===== src/rtl/vxl_pkg.sv =====
package vxl_pkg;
   localparam logic [15:0] PORT_ALT_COMPAT = 16'h03BF;
   localparam logic [15:0] PORT_COMPAT     = 16'h03DF;
   localparam logic [15:0] PORT_MODE       = 16'h03D8;
   localparam logic [15:0] PORT_CRTC_IDX   = 16'h03D4;
   localparam logic [15:0] PORT_CRTC_DAT   = 16'h03D5;
   localparam logic [15:0] PORT_MISC       = 16'h03C2;

   typedef struct packed {
      logic compat;
      logic mode;
      logic idx;
      logic data;
      logic misc;
   } port_hit_t;
endpackage


===== src/rtl/vxl_port_decode.sv =====
module vxl_port_decode
   import vxl_pkg::*;
#(
   parameter int ADDR_W     = 16,
   parameter int DATA_W     = 8,
   parameter bit ALT_GATED  = 1'b1,
   parameter int MISC_BIT   = 0
) (
   input  logic              clk,
   input  logic              rst_n,
   input  logic              io_wr,
   input  logic [ADDR_W-1:0] io_addr,
   input  logic [DATA_W-1:0] io_data,
   output port_hit_t         hit,
   output logic              alt_en
);
   localparam logic [ADDR_W-1:0] A_ALT  = ADDR_W'(PORT_ALT_COMPAT);
   localparam logic [ADDR_W-1:0] A_CMP  = ADDR_W'(PORT_COMPAT);
   localparam logic [ADDR_W-1:0] A_MODE = ADDR_W'(PORT_MODE);
   localparam logic [ADDR_W-1:0] A_IDX  = ADDR_W'(PORT_CRTC_IDX);
   localparam logic [ADDR_W-1:0] A_DAT  = ADDR_W'(PORT_CRTC_DAT);
   localparam logic [ADDR_W-1:0] A_MISC = ADDR_W'(PORT_MISC);

   generate
      if (ADDR_W < 12) begin : g_bad_addr
         $error("vxl_port_decode: ADDR_W must be at least 12");
      end
      if (MISC_BIT >= DATA_W) begin : g_bad_bit
         $error("vxl_port_decode: MISC_BIT outside data width");
      end
   endgenerate

   logic alt_q;

   generate
      if (ALT_GATED) begin : g_gated
         always_ff @(posedge clk) begin
            if (!rst_n)
               alt_q <= 1'b0;
            else if (io_wr && io_addr == A_MISC)
               alt_q <= io_data[MISC_BIT];
         end
      end else begin : g_open
         always_ff @(posedge clk) begin
            if (!rst_n)
               alt_q <= 1'b1;
            else
               alt_q <= 1'b1;
         end
      end
   endgenerate

   assign alt_en = alt_q;

   always_comb begin
      hit.compat = io_wr && ((io_addr == A_CMP) || (alt_q && io_addr == A_ALT));
      hit.mode   = io_wr && (io_addr == A_MODE);
      hit.idx    = io_wr && (io_addr == A_IDX);
      hit.data   = io_wr && (io_addr == A_DAT);
      hit.misc   = io_wr && (io_addr == A_MISC);
   end

   generate
      if (ALT_GATED) begin : g_chk
         assert_alt_follow_R10 : assert property (@(posedge clk) disable iff (!rst_n)
            hit.misc |=> (alt_en == $past(io_data[MISC_BIT])));
         assert_alt_hold_R10 : assert property (@(posedge clk) disable iff (!rst_n)
            !hit.misc |=> $stable(alt_en));
      end
   endgenerate
endmodule


===== src/rtl/vxl_key_seq.sv =====
module vxl_key_seq
   import vxl_pkg::*;
#(
   parameter int                DATA_W    = 8,
   parameter logic [DATA_W-1:0] KEY_CMP   = 8'h03,
   parameter logic [DATA_W-1:0] MODE_MASK = 8'hA0
) (
   input  logic              clk,
   input  logic              rst_n,
   input  port_hit_t         hit,
   input  logic [DATA_W-1:0] io_data,
   output logic              key
);
   generate
      if (MODE_MASK == '0) begin : g_bad_mask
         $error("vxl_key_seq: MODE_MASK must select at least one bit");
      end
   endgenerate

   logic [DATA_W-1:0] cmp_q;
   logic              key_q;
   logic              cmp_match;
   logic              mode_full;

   assign cmp_match = (cmp_q == KEY_CMP);
   assign mode_full = ((io_data & MODE_MASK) == MODE_MASK);

   always_ff @(posedge clk) begin
      if (!rst_n) begin
         cmp_q <= '0;
         key_q <= 1'b0;
      end else begin
         if (hit.compat)
            cmp_q <= io_data;
         if (hit.mode) begin
            if (cmp_match && mode_full)
               key_q <= 1'b1;
            else if (!cmp_match && !mode_full)
               key_q <= 1'b0;
         end
      end
   end

   assign key = key_q;

   assert_key_set_R3 : assert property (@(posedge clk) disable iff (!rst_n)
      (hit.mode && cmp_q == KEY_CMP && (io_data & MODE_MASK) == MODE_MASK) |=> key);
   assert_key_clear_R4 : assert property (@(posedge clk) disable iff (!rst_n)
      (hit.mode && cmp_q != KEY_CMP && (io_data & MODE_MASK) != MODE_MASK) |=> !key);
   assert_key_hold_R5 : assert property (@(posedge clk) disable iff (!rst_n)
      !hit.mode |=> $stable(key));
   assert_cmp_load_R2 : assert property (@(posedge clk) disable iff (!rst_n)
      hit.compat |=> (cmp_q == $past(io_data)));
endmodule


===== src/rtl/vxl_crtc_guard.sv =====
module vxl_crtc_guard
   import vxl_pkg::*;
#(
   parameter int                       IDX_W     = 8,
   parameter int                       DATA_W    = 8,
   parameter logic [IDX_W-1:0]         TIMING_TOP = 8'h06,
   parameter logic [IDX_W-1:0]         PROT_IDX  = 8'h11,
   parameter int                       PROT_BIT  = 7,
   parameter logic [IDX_W-1:0]         PROT_XTRA = 8'h35,
   parameter logic [IDX_W-1:0]         LAST_STD  = 8'h18,
   parameter int                       N_OPEN    = 2,
   parameter logic [N_OPEN*IDX_W-1:0]  OPEN_LIST = {8'h35, 8'h33},
   parameter logic [IDX_W-1:0]         MASK_IDX  = 8'h07,
   parameter logic [DATA_W-1:0]        MASK_FREE = 8'h10
) (
   input  logic              clk,
   input  logic              rst_n,
   input  port_hit_t         hit,
   input  logic [DATA_W-1:0] io_data,
   input  logic              key,
   input  logic [DATA_W-1:0] r7_now,
   output logic              we,
   output logic [IDX_W-1:0]  idx,
   output logic [DATA_W-1:0] wdata
);
   generate
      if (PROT_BIT >= DATA_W) begin : g_bad_pbit
         $error("vxl_crtc_guard: PROT_BIT outside data width");
      end
      if (N_OPEN < 1) begin : g_bad_open
         $error("vxl_crtc_guard: N_OPEN must be at least 1");
      end
   endgenerate

   logic [IDX_W-1:0] idx_q;
   logic             prot_q;
   logic [N_OPEN-1:0] open_vec;
   logic             open_hit;
   logic             timing_lock;
   logic             ext_lock;
   logic             allow;
   logic [DATA_W-1:0] val;

   always_ff @(posedge clk) begin
      if (!rst_n)
         idx_q <= '0;
      else if (hit.idx)
         idx_q <= io_data[IDX_W-1:0];
   end

   genvar gi;
   generate
      for (gi = 0; gi < N_OPEN; gi++) begin : g_open
         assign open_vec[gi] = (idx_q == OPEN_LIST[gi*IDX_W +: IDX_W]);
      end
   endgenerate

   assign open_hit    = |open_vec;
   assign timing_lock = prot_q && ((idx_q <= TIMING_TOP) || (idx_q == PROT_XTRA));
   assign ext_lock    = !key && (idx_q > LAST_STD) && !open_hit;
   assign allow       = hit.data && !timing_lock && !ext_lock;

   always_comb begin
      if (prot_q && idx_q == MASK_IDX)
         val = (r7_now & ~MASK_FREE) | (io_data & MASK_FREE);
      else
         val = io_data;
   end

   always_ff @(posedge clk) begin
      if (!rst_n)
         prot_q <= 1'b0;
      else if (allow && idx_q == PROT_IDX)
         prot_q <= val[PROT_BIT];
   end

   assign we    = allow;
   assign idx   = idx_q;
   assign wdata = val;

   assert_prot_drop_R7 : assert property (@(posedge clk) disable iff (!rst_n)
      (prot_q && (idx <= TIMING_TOP || idx == PROT_XTRA)) |-> !we);
   assert_lock_drop_R8 : assert property (@(posedge clk) disable iff (!rst_n)
      (!key && idx > LAST_STD && !open_hit) |-> !we);
   assert_mask_keep_R9 : assert property (@(posedge clk) disable iff (!rst_n)
      (we && prot_q && idx == MASK_IDX) |-> ((wdata & ~MASK_FREE) == (r7_now & ~MASK_FREE)));
   assert_we_source_R6 : assert property (@(posedge clk) disable iff (!rst_n)
      we |-> hit.data);
   assert_prot_track_R11 : assert property (@(posedge clk) disable iff (!rst_n)
      (we && idx == PROT_IDX) |=> (prot_q == $past(wdata[PROT_BIT])));
endmodule


===== src/rtl/vga_xreg_lock.sv =====
module vga_xreg_lock
   import vxl_pkg::*;
#(
   parameter int ADDR_W    = 16,
   parameter int DATA_W    = 8,
   parameter int IDX_W     = 8,
   parameter bit ALT_GATED = 1'b1
) (
   input  logic              clk,
   input  logic              rst_n,
   input  logic              io_wr,
   input  logic [ADDR_W-1:0] io_addr,
   input  logic [DATA_W-1:0] io_data,
   input  logic [DATA_W-1:0] crtc_r7_now,
   output logic              key_on,
   output logic              alt_port_en,
   output logic              crtc_we,
   output logic [IDX_W-1:0]  crtc_idx,
   output logic [DATA_W-1:0] crtc_wdata
);
   generate
      if (IDX_W > DATA_W) begin : g_bad_idx
         $error("vga_xreg_lock: IDX_W may not exceed DATA_W");
      end
   endgenerate

   port_hit_t hit;
   logic      key;

   vxl_port_decode #(
      .ADDR_W    (ADDR_W),
      .DATA_W    (DATA_W),
      .ALT_GATED (ALT_GATED),
      .MISC_BIT  (0)
   ) u_decode (
      .clk     (clk),
      .rst_n   (rst_n),
      .io_wr   (io_wr),
      .io_addr (io_addr),
      .io_data (io_data),
      .hit     (hit),
      .alt_en  (alt_port_en)
   );

   vxl_key_seq #(
      .DATA_W    (DATA_W),
      .KEY_CMP   (DATA_W'(8'h03)),
      .MODE_MASK (DATA_W'(8'hA0))
   ) u_key (
      .clk     (clk),
      .rst_n   (rst_n),
      .hit     (hit),
      .io_data (io_data),
      .key     (key)
   );

   vxl_crtc_guard #(
      .IDX_W  (IDX_W),
      .DATA_W (DATA_W)
   ) u_guard (
      .clk     (clk),
      .rst_n   (rst_n),
      .hit     (hit),
      .io_data (io_data),
      .key     (key),
      .r7_now  (crtc_r7_now),
      .we      (crtc_we),
      .idx     (crtc_idx),
      .wdata   (crtc_wdata)
   );

   assign key_on = key;

   assert_no_crtc_on_other_R2 : assert property (@(posedge clk) disable iff (!rst_n)
      (io_wr && io_addr != ADDR_W'(PORT_CRTC_DAT)) |-> !crtc_we);
endmodule


===== config.mk =====
export PLATFORM = sky130hd
export DESIGN_NAME = vga_xreg_lock
export DESIGN_NICKNAME = d
export VERILOG_FILES = /design/src/rtl/vxl_pkg.sv /design/src/rtl/vxl_port_decode.sv /design/src/rtl/vxl_key_seq.sv /design/src/rtl/vxl_crtc_guard.sv /design/src/rtl/vga_xreg_lock.sv
export SDC_FILE = /design/constraint.sdc
export NUM_CORES = 1
export LEC_CHECK = 0
export BUFFER_PORTS_ARGS = -buffer_cell sky130_fd_sc_hd__buf_4
export CORE_ASPECT_RATIO = 1.2
export CORE_MARGIN = 2
export CORE_UTILIZATION = 25
export DETAILED_ROUTE_END_ITERATION = 12
export PLACE_DENSITY = 0.54
export REMOVE_ABC_BUFFERS = 1
export SLEW_MARGIN = 10
export SYNTH_ARGS = -nofsm -noshare
export SYNTH_HDL_FRONTEND = slang
export SYNTH_HIERARCHICAL = 1
export SYNTH_SLANG_ARGS = --single-unit

===== constraint.sdc =====
create_clock -name clk -period 3.1 [get_ports clk]
set_input_delay 0.62 -clock clk [delete_from_list [all_inputs] [get_ports clk]]
set_output_delay 0.62 -clock clk [all_outputs]
set_load 0.05 [all_outputs]

# == Yosys cells after proc, flatten, opt, wreduce, memory -nomap -nowiden ==
# Cells that the tools add are included.
# classes
n_eq_ne,12
n_lt_le_gt_ge,2
bitwise_logic,1
mux,3
n_reduce_logical,26
# ops
operator,n
== test 16 x 10 -> 1 bit (second input constant),6
== test 8 x 6 -> 1 bit (second input constant),2
logical AND 1 bit,15
== test 8 x 2 -> 1 bit (second input constant),1
== test 8 x 3 -> 1 bit (second input constant),1
== test 8 x 5 -> 1 bit (second input constant),1
greater-than comparator 8 x 5 -> 1 bit (second input constant),1
<= comparator 8 x 3 -> 1 bit (second input constant),1
two-way mux 8 bit,1
OR 8 x 5 -> 8 bit,1
logical NOT 1 bit,6
== test 2 bit (second input constant),1
logical OR 1 bit,2
two-way mux 1 bit,2
AND reduction 2 bit,1
nonzero test 2 bit,1
OR reduction 2 bit,1
# word_totals
regBits,19
input_bits,35

# == Depth between registers and ports, before layout ==
# Gate-level depths: netlist of the first run.
# depth
ltp_word,7
ltp_mapped,7

# == By module ==
# Netlist of the first run, hierarchy kept.
# modules_own_cells
module,area_each_um2,cells_each,n_inst
vxl_crtc_guard,583.1,53,1
vxl_key_seq,380.4,35,1
vxl_port_decode,181.4,23,1

# == Worst setup path after synthesis of the first run ==
# OpenSTA, ideal clock, no wires.
# synth_path
path_type,input port to output port
startpoint,input io_addr[13]
endpoint,output crtc_we
path_buffers,0
path_stages,5
path_slack_ns,0.425
arrival_time_ns,2.055
required_time_ns,2.480
cell_sequence,nor4_4 -> nand4b_1 -> or3_1 -> nor3b_2 -> and3_1
# synth_lines
item,line,source
"start, declared",vga_xreg_lock.sv:12,"input logic [ADDR_W-1:0] io_addr,"
"end, declared",vga_xreg_lock.sv:17,"output logic crtc_we,"

==> results of run 1 <==
kinds of logic after synthesis:
family                   count (synthesis)
flip-flops                              19
buffers and inverters                    3
XOR/XNOR                                 1
adder cells (fa/ha/maj)                  1
AO/OA/AOI/OAI                            5
multiplexers                            26
AND/OR/NAND/NOR                         56
power breakdown:
part           internal, µW  switching [µW]
Sequential              244         0.00185
Clock                  91.1            76.4
Combinational          47.0            43.1
Total                   382             120
state kept, by name, summed over array words and instances (netlist names):
| signal | cells |
|---|---|
| u_decode/alt_en | 1 |
| u_guard/idx | 8 |
| u_key/key | 1 |
| u_guard/prot_q | 1 |
| u_key/cmp_q | 8 |
Yosys cell counts, drive strengths merged:
master,count
dfxtp,19
mux2i,19
nor2b,18
mux2,7
nand2,6
nor2,6
nand3,3
nand4,3
nor3,3
and3,2
buf,2
nor3b,2
or3,2
a2111oi,1
a41oi,1
and2,1
and3b,1
and4,1
and4bb,1
clkbuf,1
ha,1
nand3b,1
nand4b,1
nand4bb,1
nor4,1
nor4bb,1
o211ai,1
o21ai,1
o311a,1
or2b,1
or4,1
xor2,1
layout by cell type (no fill, tap or decap), drive strengths merged, types with 2 or more instances in the layout:
master / instances
buf: 54
mux2i: 19
dfxtp: 19
nor2b: 18
mux2: 7
nand2: 6
nor2: 6
clkbuf: 4
nand4: 3
nand3: 3
nor3: 3
nor3b: 2
or3: 2
and3: 2
routing by layer:
metal / global-route usage / wire length, µm / up-vias
met5: 0 / 0 / -
met4: 0.0438 / 36 / 0
met3: 0.0272 / 256 / 2
met2: 0.199 / 1390 / 38
met1: 0.143 / 1250 / 479
li1: - / - / 519
worst min path at each step:
stage | startpoint | end
5_1_grt | u_decode/alt_en$_SDFFE_PN0P_ | u_decode/alt_en$_SDFFE_PN0P_
6_report | u_key/key$_SDFFE_PN0P_ | u_key/key$_SDFFE_PN0P_
3_5_place_dp | u_key/key$_SDFFE_PN0P_ | u_key/key$_SDFFE_PN0P_
4_1_cts | u_key/key$_SDFFE_PN0P_ | u_key/key$_SDFFE_PN0P_
3_3_place_gp | u_decode/alt_en$_SDFFE_PN0P_ | u_decode/alt_en$_SDFFE_PN0P_
2_1_floorplan | u_key/cmp_q[5]$_SDFFE_PN0P_ | u_key/cmp_q[5]$_SDFFE_PN0P_
stage by stage:
stage               cells  worst slack, ps  hold WS, ps  utilization
global route          222              172          524        0.383
global placement      218              261          469        0.372
CTS                   222              256          483        0.383
floorplan             108             -290          473            -
finish                222              269          478        0.383
detailed placement    218              253          473        0.372
critical path, cell delays in order:
cell and delay (ps):
buf_4 120, nor4_4 280, nand4b_1 150, or3_1 430, nor3b_2 220, and3_1 190, buf_4 190
final cells by class:
| class | instances | area, µm² | area share |
|---|---|---|---|
| clock buffer | 4 | 45.0 | 0.0272 |
| multi-input combinational | 89 | 754 | 0.456 |
| sequential | 19 | 380 | 0.230 |
| tap | 56 | 70.1 | 0.0423 |
| timing repair buffer | 54 | 405 | 0.245 |
==> out/results.ini, run 1 <==
[sta]
fmax_mhz = 353
min_period_over_period = 0.913
skew_ps = 0.418
worst_pin_slew_ps = 277
rsz0062_at_grt = false
hold_viol = 0
period_minus_slack_ps = 2830
setup_tns_ps = 0
setup_violations = 0
slew_headroom = 0.815
slew_violations = 0

[floorplan]
io_pins = 54
die_x_um = 65.8
start_util = 0.265
die_area_mm2 = 0.00514
die_height_um = 78.1
row_count = 26
fp.coreArea_mm2 = 0.00433

[synthesis]
synth_area_per_cell_um2 = 10.3
ys_warn_count = 6
synth_area_leaders = dfxtp_1, mux2i_1, nor2b_1, mux2_4, nand2_1
synth-simple-area-share = 0.342
synth_top_family_by_area = simple AND/OR/NAND/NOR gates
synth-compound-area-share = 0.0350
seq_area_frac_synth = 0.332
synth-xor-area-share = 0.00765
synthMuxAreaShare = 0.258
syn_area_mm2 = 0.00114
yosysUniqueCellTypes = 38
synth_top_area_frac = 0.332
synth_cells = 111
synth_top_area_cell = dfxtp_1
ys_seq_elements = 19
synth_fa_ha_area_frac = 0.0109

[cells_and_area]
finalNetCount = 203
areaGrowthSynthToFinish_pct = 44.6
fillers = 473
fin_area_mm2 = 0.00166
antenna_cells = 0
drive_gt1_frac = 0.434

[clocking]
clock_latency_ps = 250
clk_pin_slew_ps = 70
post_cts_buffers = 0
htreeDepth = 1
cts_tree = done
clk_path_buf_depth = 2
hold_buffers = 0
cts-buffers-inserted = 3
clock-sinks = 19
cts-root-buf = clkbuf_8
cts_resized = 0

[worst_setup_path]
cp_max_fo = 2
startpoint = io_addr[13]
timing.rr.end = u_key/key$_SDFFE_PN0P_
cp-endpoint = crtc_we
timing.reg2reg.setup_slack_ps = 1530
cp.arrival_ps = 2210
path_class = in2out
reg2regPathDepth = 5
crit_required_ps = 2480
start_kind = input pin
endpoint_kind = output pin
reg2reg_from = u_key/cmp_q[7]$_SDFFE_PN0P_

[routing]
viasPerCell = 4.68
num_vias = 1038
wl_um = 2930
drtAntennaViolNets = 0
drc = 0
drtIter0Drc = 22
wl_per_cell_um = 13.2
drt_pass1_iterations = 4

[placement]
numPortBuffers = 52
dpl_cell_area_mm2 = 0.00161
finalWeightedCongestion = 0.744
dp_hpwl_um = 2370

[global_routing]
grt.overflow.total = 0
grt_pass1_vias = 1035
track_usage = 0.118
grt_pass1_wl_um = 4730
antenna_found_initial = 0
grt_max_degree = 22

[pwr]
p_leak_uw = 0.000676
p_total_uw = 501
powerDensity_mw_per_mm2 = 303
max-vdd-ir-drop_uv = 157

[job]
maxCapViolCount = 0

[worst_hold_path]
hp-class = reg2reg
holdPathStages = 2

[run_status]
status = finished clean

No activity file was read; power rests on OpenSTA's default activity.
==> inputs of run 2 (changes only) <==
CORE_MARGIN = 5   (was 2)
==> run 2 against run 1 <==
Compared with the run above: clock power is 4% higher; sequential power hardly changed; power is 1.4% higher; maximum frequency is 0.11% higher; final area is 0.15% higher; core utilization is 1.6 points lower; non-clock buffer count stayed put; global-route usage is 1.1 points lower; largest cell class unchanged; largest power group unchanged; highest routed layer unchanged.
==> out/results.ini, run 2 (synthesis results as in run 1) <==
[cells_and_area]
final_common_cell = buf_4  ; unchanged
finalNetCount = 203  ; unchanged
regArea_um2 = 380  ; unchanged
fillers = 481  ; was 473
fin_area_mm2 = 0.00166  ; about the same
multi_input_area_um2 = 754  ; unchanged
final_cell_mix = buf_4, mux2i_1, dfxtp_1  ; unchanged
antenna_cells = 0  ; unchanged
areaGrowthSynthToFinish_pct = 44.8  ; was 44.6%
reg_top3 = u_guard/idx: 8 flops, u_key/cmp_q: 8 flops  ; unchanged
fin_util = 0.366  ; was 0.383
drive_gt1_frac = 0.434  ; unchanged

[worst_setup_path]
critPathMaxStageDelay_ps = 440  ; was 430 ps
reg2regPathDepth = 5  ; unchanged
endpoint_kind = output pin  ; unchanged
critPathSlowestCell = or3_1  ; unchanged
start_kind = input pin  ; unchanged
crit_required_ps = 2480  ; about the same
crit_path_cell_trace = buf_4 -> nor4_4 -> nand4b_1 -> or3_1 -> nor3b_2 -> and3_1 -> buf_4  ; unchanged
path_class = in2out  ; unchanged
cp_max_fo = 2  ; unchanged
timing.rr.end = u_key/key$_SDFFE_PN0P_  ; unchanged
timing.reg2reg.setup_slack_ps = 1520  ; was 1530 ps
cp.arrival_ps = 2210  ; about the same
cp_common_cell = buf_4  ; unchanged
reg2reg_from = u_key/cmp_q[7]$_SDFFE_PN0P_  ; unchanged

[routing]
drtIter0Drc = 19  ; was 22
drt_pass1_iterations = 4  ; unchanged
drc = 0  ; unchanged
wl_per_cell_um = 14.0  ; was 13.2 µm
num_vias = 1036  ; was 1038
wl_um = 3140  ; was 2930 µm
drtAntennaViolNets = 0  ; unchanged
viasPerCell = 4.63  ; was 4.68

[global_routing]
grt_max_degree = 22  ; unchanged
track_usage = 0.106  ; was 0.118
grt.overflow.total = 0  ; unchanged
grt_pass1_vias = 1057  ; was 1035
antenna_found_initial = 0  ; unchanged
grt_pass1_wl_um = 5150  ; was 4730 µm

[worst_hold_path]
holdPathStages = 2  ; unchanged
hp-class = reg2reg  ; unchanged
min_from = u_decode/alt_en$_SDFFE_PN0P_  ; was u_key/key$_SDFFE_PN0P_
hold_end = u_decode/alt_en$_SDFFE_PN0P_  ; was u_key/key$_SDFFE_PN0P_

[pwr]
intPower_uw = 382  ; about the same
pwr-share-clk = 0.342  ; was 0.334
pwr-share-comb = 0.179  ; was 0.180
powerDensity_mw_per_mm2 = 307  ; was 303 mW/mm²
swShare = 0.248  ; was 0.238
p_leak_uw = 0.000676  ; unchanged
switchingPower_uw = 126  ; was 120 µW
seqPwrFrac = 0.480  ; was 0.486
max-vdd-ir-drop_uv = 201  ; was 157 µV

[placement]
numPortBuffers = 52  ; unchanged
dp_worst_setup_slack_ps = 249  ; was 253 ps
dpl_cell_area_mm2 = 0.00161  ; about the same
finalWeightedCongestion = 0.815  ; was 0.744

[clocking]
clk_path_buf_depth = 2  ; unchanged
hold_buffers = 0  ; unchanged
clock-sinks = 19  ; unchanged
cts_tree = done  ; unchanged
cts_resized = 0  ; unchanged
post_cts_buffers = 0  ; unchanged
cts-root-buf = clkbuf_8  ; unchanged
htreeDepth = 1  ; unchanged
cts-buffers-inserted = 3  ; unchanged
clock_latency_ps = 260  ; was 250 ps
clk_pin_slew_ps = 70  ; about the same

[floorplan]
die_area_mm2 = 0.00604  ; was 0.00514 mm²
die_height_um = 84.1  ; was 78.1 µm
start_util = 0.253  ; was 0.265
row_count = 27  ; was 26
die_x_um = 71.8  ; was 65.8 µm
io_pins = 54  ; unchanged
fp.coreArea_mm2 = 0.00453  ; was 0.00433 mm²

[sta]
worst_pin_slew_ps = 279  ; was 277 ps
rsz0062_at_grt = false  ; unchanged
slew_headroom = 0.812  ; was 0.815
period_minus_slack_ps = 2830  ; about the same
finalWorstSetupSlack_ps = 272  ; was 269 ps
skew_ps = 1.69  ; was 0.418 ps
setup_violations = 0  ; unchanged
hold_viol = 0  ; unchanged
slew_violations = 0  ; unchanged
min_period_over_period = 0.912  ; was 0.913
fmax_mhz = 354  ; was 353 MHz

[job]
maxCapViolCount = 0  ; unchanged

[run_status]
status = finished clean  ; unchanged

==> run 2: cell type report <==
type / instances / area share
multi-input cells: 89 / 0.455
clock buffers: 4 / 0.0272
well taps: 58 / 0.0438
flip-flops and latches: 19 / 0.229
repair buffers: 54 / 0.245
==> run 2: through the flow <==
step	std cells	hold slack, ps	setup TNS [ps]	total power, µW
after floorplan	108	473	-2320	284
final	224	490	0	509
after global routing	224	517	0	534
after CTS	224	487	0	516
after detailed placement	220	477	0	341
after global placement	220	470	0	339
==> run 2: worst max path at each step <==
stage / startpoint / to / slack [ps] / cells after the start
floorplan: io_addr[13] / u_key/cmp_q[0]$_SDFFE_PN0P_ / -290 / 5
global placement: io_addr[13] / crtc_we / 280 / 7
detailed placement: io_addr[13] / crtc_we / 250 / 7
CTS: io_addr[13] / crtc_we / 250 / 7
global route: io_addr[13] / crtc_we / 120 / 7
finish: io_addr[13] / crtc_we / 270 / 7
==> run 2: layer usage <==
layer / GRT usage / share of wire / vias up
met1: 0.137 / 0.44 / 473
met3: 0.0240 / 0.077 / 5
met4: 0.0444 / 0.017 / 0
met2: 0.169 / 0.47 / 41
met5: 0 / 0 / -
li1: - / - / 517
==> run 2: power groups by stage <==
stage	combinational [µW]	sequential (µW)	clock, µW
after floorplan	34.6	250	0
after global placement	89.6	250	0
after detailed placement	91.6	250	0
after CTS	91.9	244	180
after global routing	97.2	244	193
final	90.9	244	174
==> run 2: worst max-delay path, delay by kind of cell <==
family / cells / cell delay, ps
buffers and inverters: 2 / 310
AND/OR/NAND/NOR: 5 / 1270
==> inputs of run 3 (changes only) <==
BUFFER_PORTS_ARGS = default   (was -buffer_cell sky130_fd_sc_hd__buf_4)
DONT_BUFFER_PORTS = 1   (was default)
PLACE_DENSITY = 0.44   (was 0.54)
==> run 3 against run 2 <==
Compared with the run above: maximum frequency grew 3.9%; final cell count shrank 21%; final area shrank 22%; core utilization shrank 7.9 points; wire length shrank 5.0%; power shrank 9.9%; non-clock buffer count shrank 48; sequential power is essentially flat; flip-flop and latch count is the same; critical path type unchanged; largest power group unchanged; highest routed layer unchanged.
==> out/results.ini, run 3 (synthesis results as in run 1) <==
[cells_and_area]
final_cell_mix = mux2i_1, dfxtp_1, nor2b_1  ; was buf_4, mux2i_1, dfxtp_1
antenna_cells = 0  ; unchanged
fin_area_mm2 = 0.00130  ; was 0.00166 mm²
reg_top3 = u_guard/idx: 8 flops, u_key/cmp_q: 8 flops  ; unchanged
drive_gt1_frac = 0.212  ; was 0.434
finalNetCount = 155  ; was 203
areaGrowthSynthToFinish_pct = 13.7  ; was 44.8%
layout.cells.non_filler = 176  ; was 224

[global_routing]
track_usage = 0.0959  ; was 0.106
grt_pass1_wl_um = 4530  ; was 5150 µm
antenna_found_initial = 0  ; unchanged
grt.overflow.total = 0  ; unchanged
grt_max_degree = 22  ; unchanged
grt_pass1_vias = 856  ; was 1057

[routing]
num_vias = 843  ; was 1036
wl_per_cell_um = 16.9  ; was 14.0 µm
wl_um = 2980  ; was 3140 µm
drt_pass1_iterations = 4  ; unchanged
viasPerCell = 4.79  ; was 4.63
drc = 0  ; unchanged
drtAntennaViolNets = 0  ; unchanged
drtIter0Drc = 13  ; was 19

[worst_setup_path]
timing.reg2reg.setup_slack_ps = 1240  ; was 1520 ps
cp_max_fo = 2  ; unchanged
path_class = in2out  ; unchanged
crit_required_ps = 2480  ; about the same
endpoint_kind = output pin  ; unchanged
timing.rr.end = u_key/cmp_q[5]$_SDFFE_PN0P_  ; was u_key/key$_SDFFE_PN0P_
reg2regPathDepth = 5  ; unchanged
reg2reg_from = u_decode/alt_en$_SDFFE_PN0P_  ; was u_key/cmp_q[7]$_SDFFE_PN0P_
start_kind = input pin  ; unchanged
cp.arrival_ps = 2100  ; was 2210 ps

[clocking]
cts_tree = done  ; unchanged
clk_pin_slew_ps = 80  ; was 70 ps
cts-root-buf = clkbuf_8  ; unchanged
clock_latency_ps = 260  ; about the same
post_cts_buffers = 0  ; unchanged
clk_path_buf_depth = 2  ; unchanged
cts-buffers-inserted = 3  ; unchanged
hold_buffers = 0  ; unchanged
htreeDepth = 1  ; unchanged
cts_resized = 0  ; unchanged
clock-sinks = 19  ; unchanged

[pwr]
pwr-share-clk = 0.388  ; was 0.342
p_total_uw = 458  ; was 509 µW
intPower_uw = 349  ; was 382 µW
swShare = 0.238  ; was 0.248
switchingPower_uw = 109  ; was 126 µW
pwr-share-comb = 0.080  ; was 0.179
powerDensity_mw_per_mm2 = 352  ; was 307 mW/mm²
p_leak_uw = 0.000440  ; was 0.000676 µW
max-vdd-ir-drop_uv = 250  ; was 201 µV
seqPwrFrac = 0.532  ; was 0.480

[worst_hold_path]
hp-class = in2reg  ; was reg2reg
min_from = rst_n  ; was u_decode/alt_en$_SDFFE_PN0P_
holdPathStages = 1  ; was 2
hold_end = u_key/cmp_q[4]$_SDFFE_PN0P_  ; was u_decode/alt_en$_SDFFE_PN0P_

[placement]
finalWeightedCongestion = 0.708  ; was 0.815
numPortBuffers = 0  ; was 52
place_inst = 172  ; was 220
dp_hpwl_um = 2420
dpl_cell_area_mm2 = 0.00125  ; was 0.00161 mm²

[floorplan]
die_height_um = 84.1  ; unchanged
io_pins = 54  ; unchanged
die_x_um = 71.8  ; unchanged
row_count = 27  ; unchanged
start_util = 0.253  ; unchanged
die_area_mm2 = 0.00604  ; unchanged
fp.coreArea_mm2 = 0.00453  ; unchanged

[sta]
worst_pin_slew_ps = 685  ; was 279 ps
period_minus_slack_ps = 2720  ; was 2830 ps
fmax_mhz = 367  ; was 354 MHz
min_period_over_period = 0.878  ; was 0.912
setup_tns_ps = 0  ; unchanged
slew_violations = 0  ; unchanged
skew_ps = 3.16  ; was 1.69 ps
holdWs_ps = 491  ; was 490 ps
rsz0062_at_grt = false  ; unchanged
hold_viol = 0  ; unchanged
setup_violations = 0  ; unchanged
slew_headroom = 0.543  ; was 0.812

[job]
maxCapViolCount = 0  ; unchanged

[run_status]
status = finished clean  ; unchanged

==> run 3: metrics by stage <==
step	util	setup slack (ps)
6_report	0.287	378
5_1_grt	0.287	264
4_1_cts	0.287	349
3_3_place_gp	0.277	385
3_5_place_dp	0.277	355
2_1_floorplan	-	-290
==> run 3: worst max-delay path by stage <==
stage / startpoint / to / cells after the start
after floorplan: io_addr[13] / u_key/cmp_q[0]$_SDFFE_PN0P_ / 5
after global placement: io_addr[13] / crtc_we / 6
after detailed placement: io_addr[13] / crtc_we / 6
after CTS: io_addr[13] / crtc_we / 6
after global routing: io_addr[13] / crtc_we / 6
final: io_addr[13] / crtc_we / 6
==> run 3: layout make-up <==
class / count / area [µm²]
clock inverters: 1 / 7.51
clock buffers: 3 / 41.3
well taps: 58 / 72.6
flip-flops and latches: 19 / 380
multi-input cells: 89 / 754
fillers: 508 / 3230
repair buffers: 6 / 45.0
==> run 3: worst max-delay path: stages <==
cell and delay [ps]:
nor4_4 280, nand4b_1 160, or3_1 440, nor3b_2 220, and3_1 180, buf_4 190
==> run 3: power groups by stage <==
stage | Combinational [µW] | Sequential (µW) | Clock [µW]
global route | 38.0 | 244 | 195
finish | 36.8 | 244 | 178
global placement | 36.9 | 250 | 0
detailed placement | 36.8 | 250 | 0
floorplan | 34.6 | 250 | 0
CTS | 37.1 | 244 | 185
==> run 3: per-layer routing <==
metal | up-vias | global-route usage | share of wire
met5 | - | 0 | 0
met4 | 0 | 0.0308 | 0.0047
met3 | 2 | 0.0407 | 0.11
met2 | 44 | 0.150 | 0.45
met1 | 381 | 0.118 | 0.43
li1 | 416 | - | -
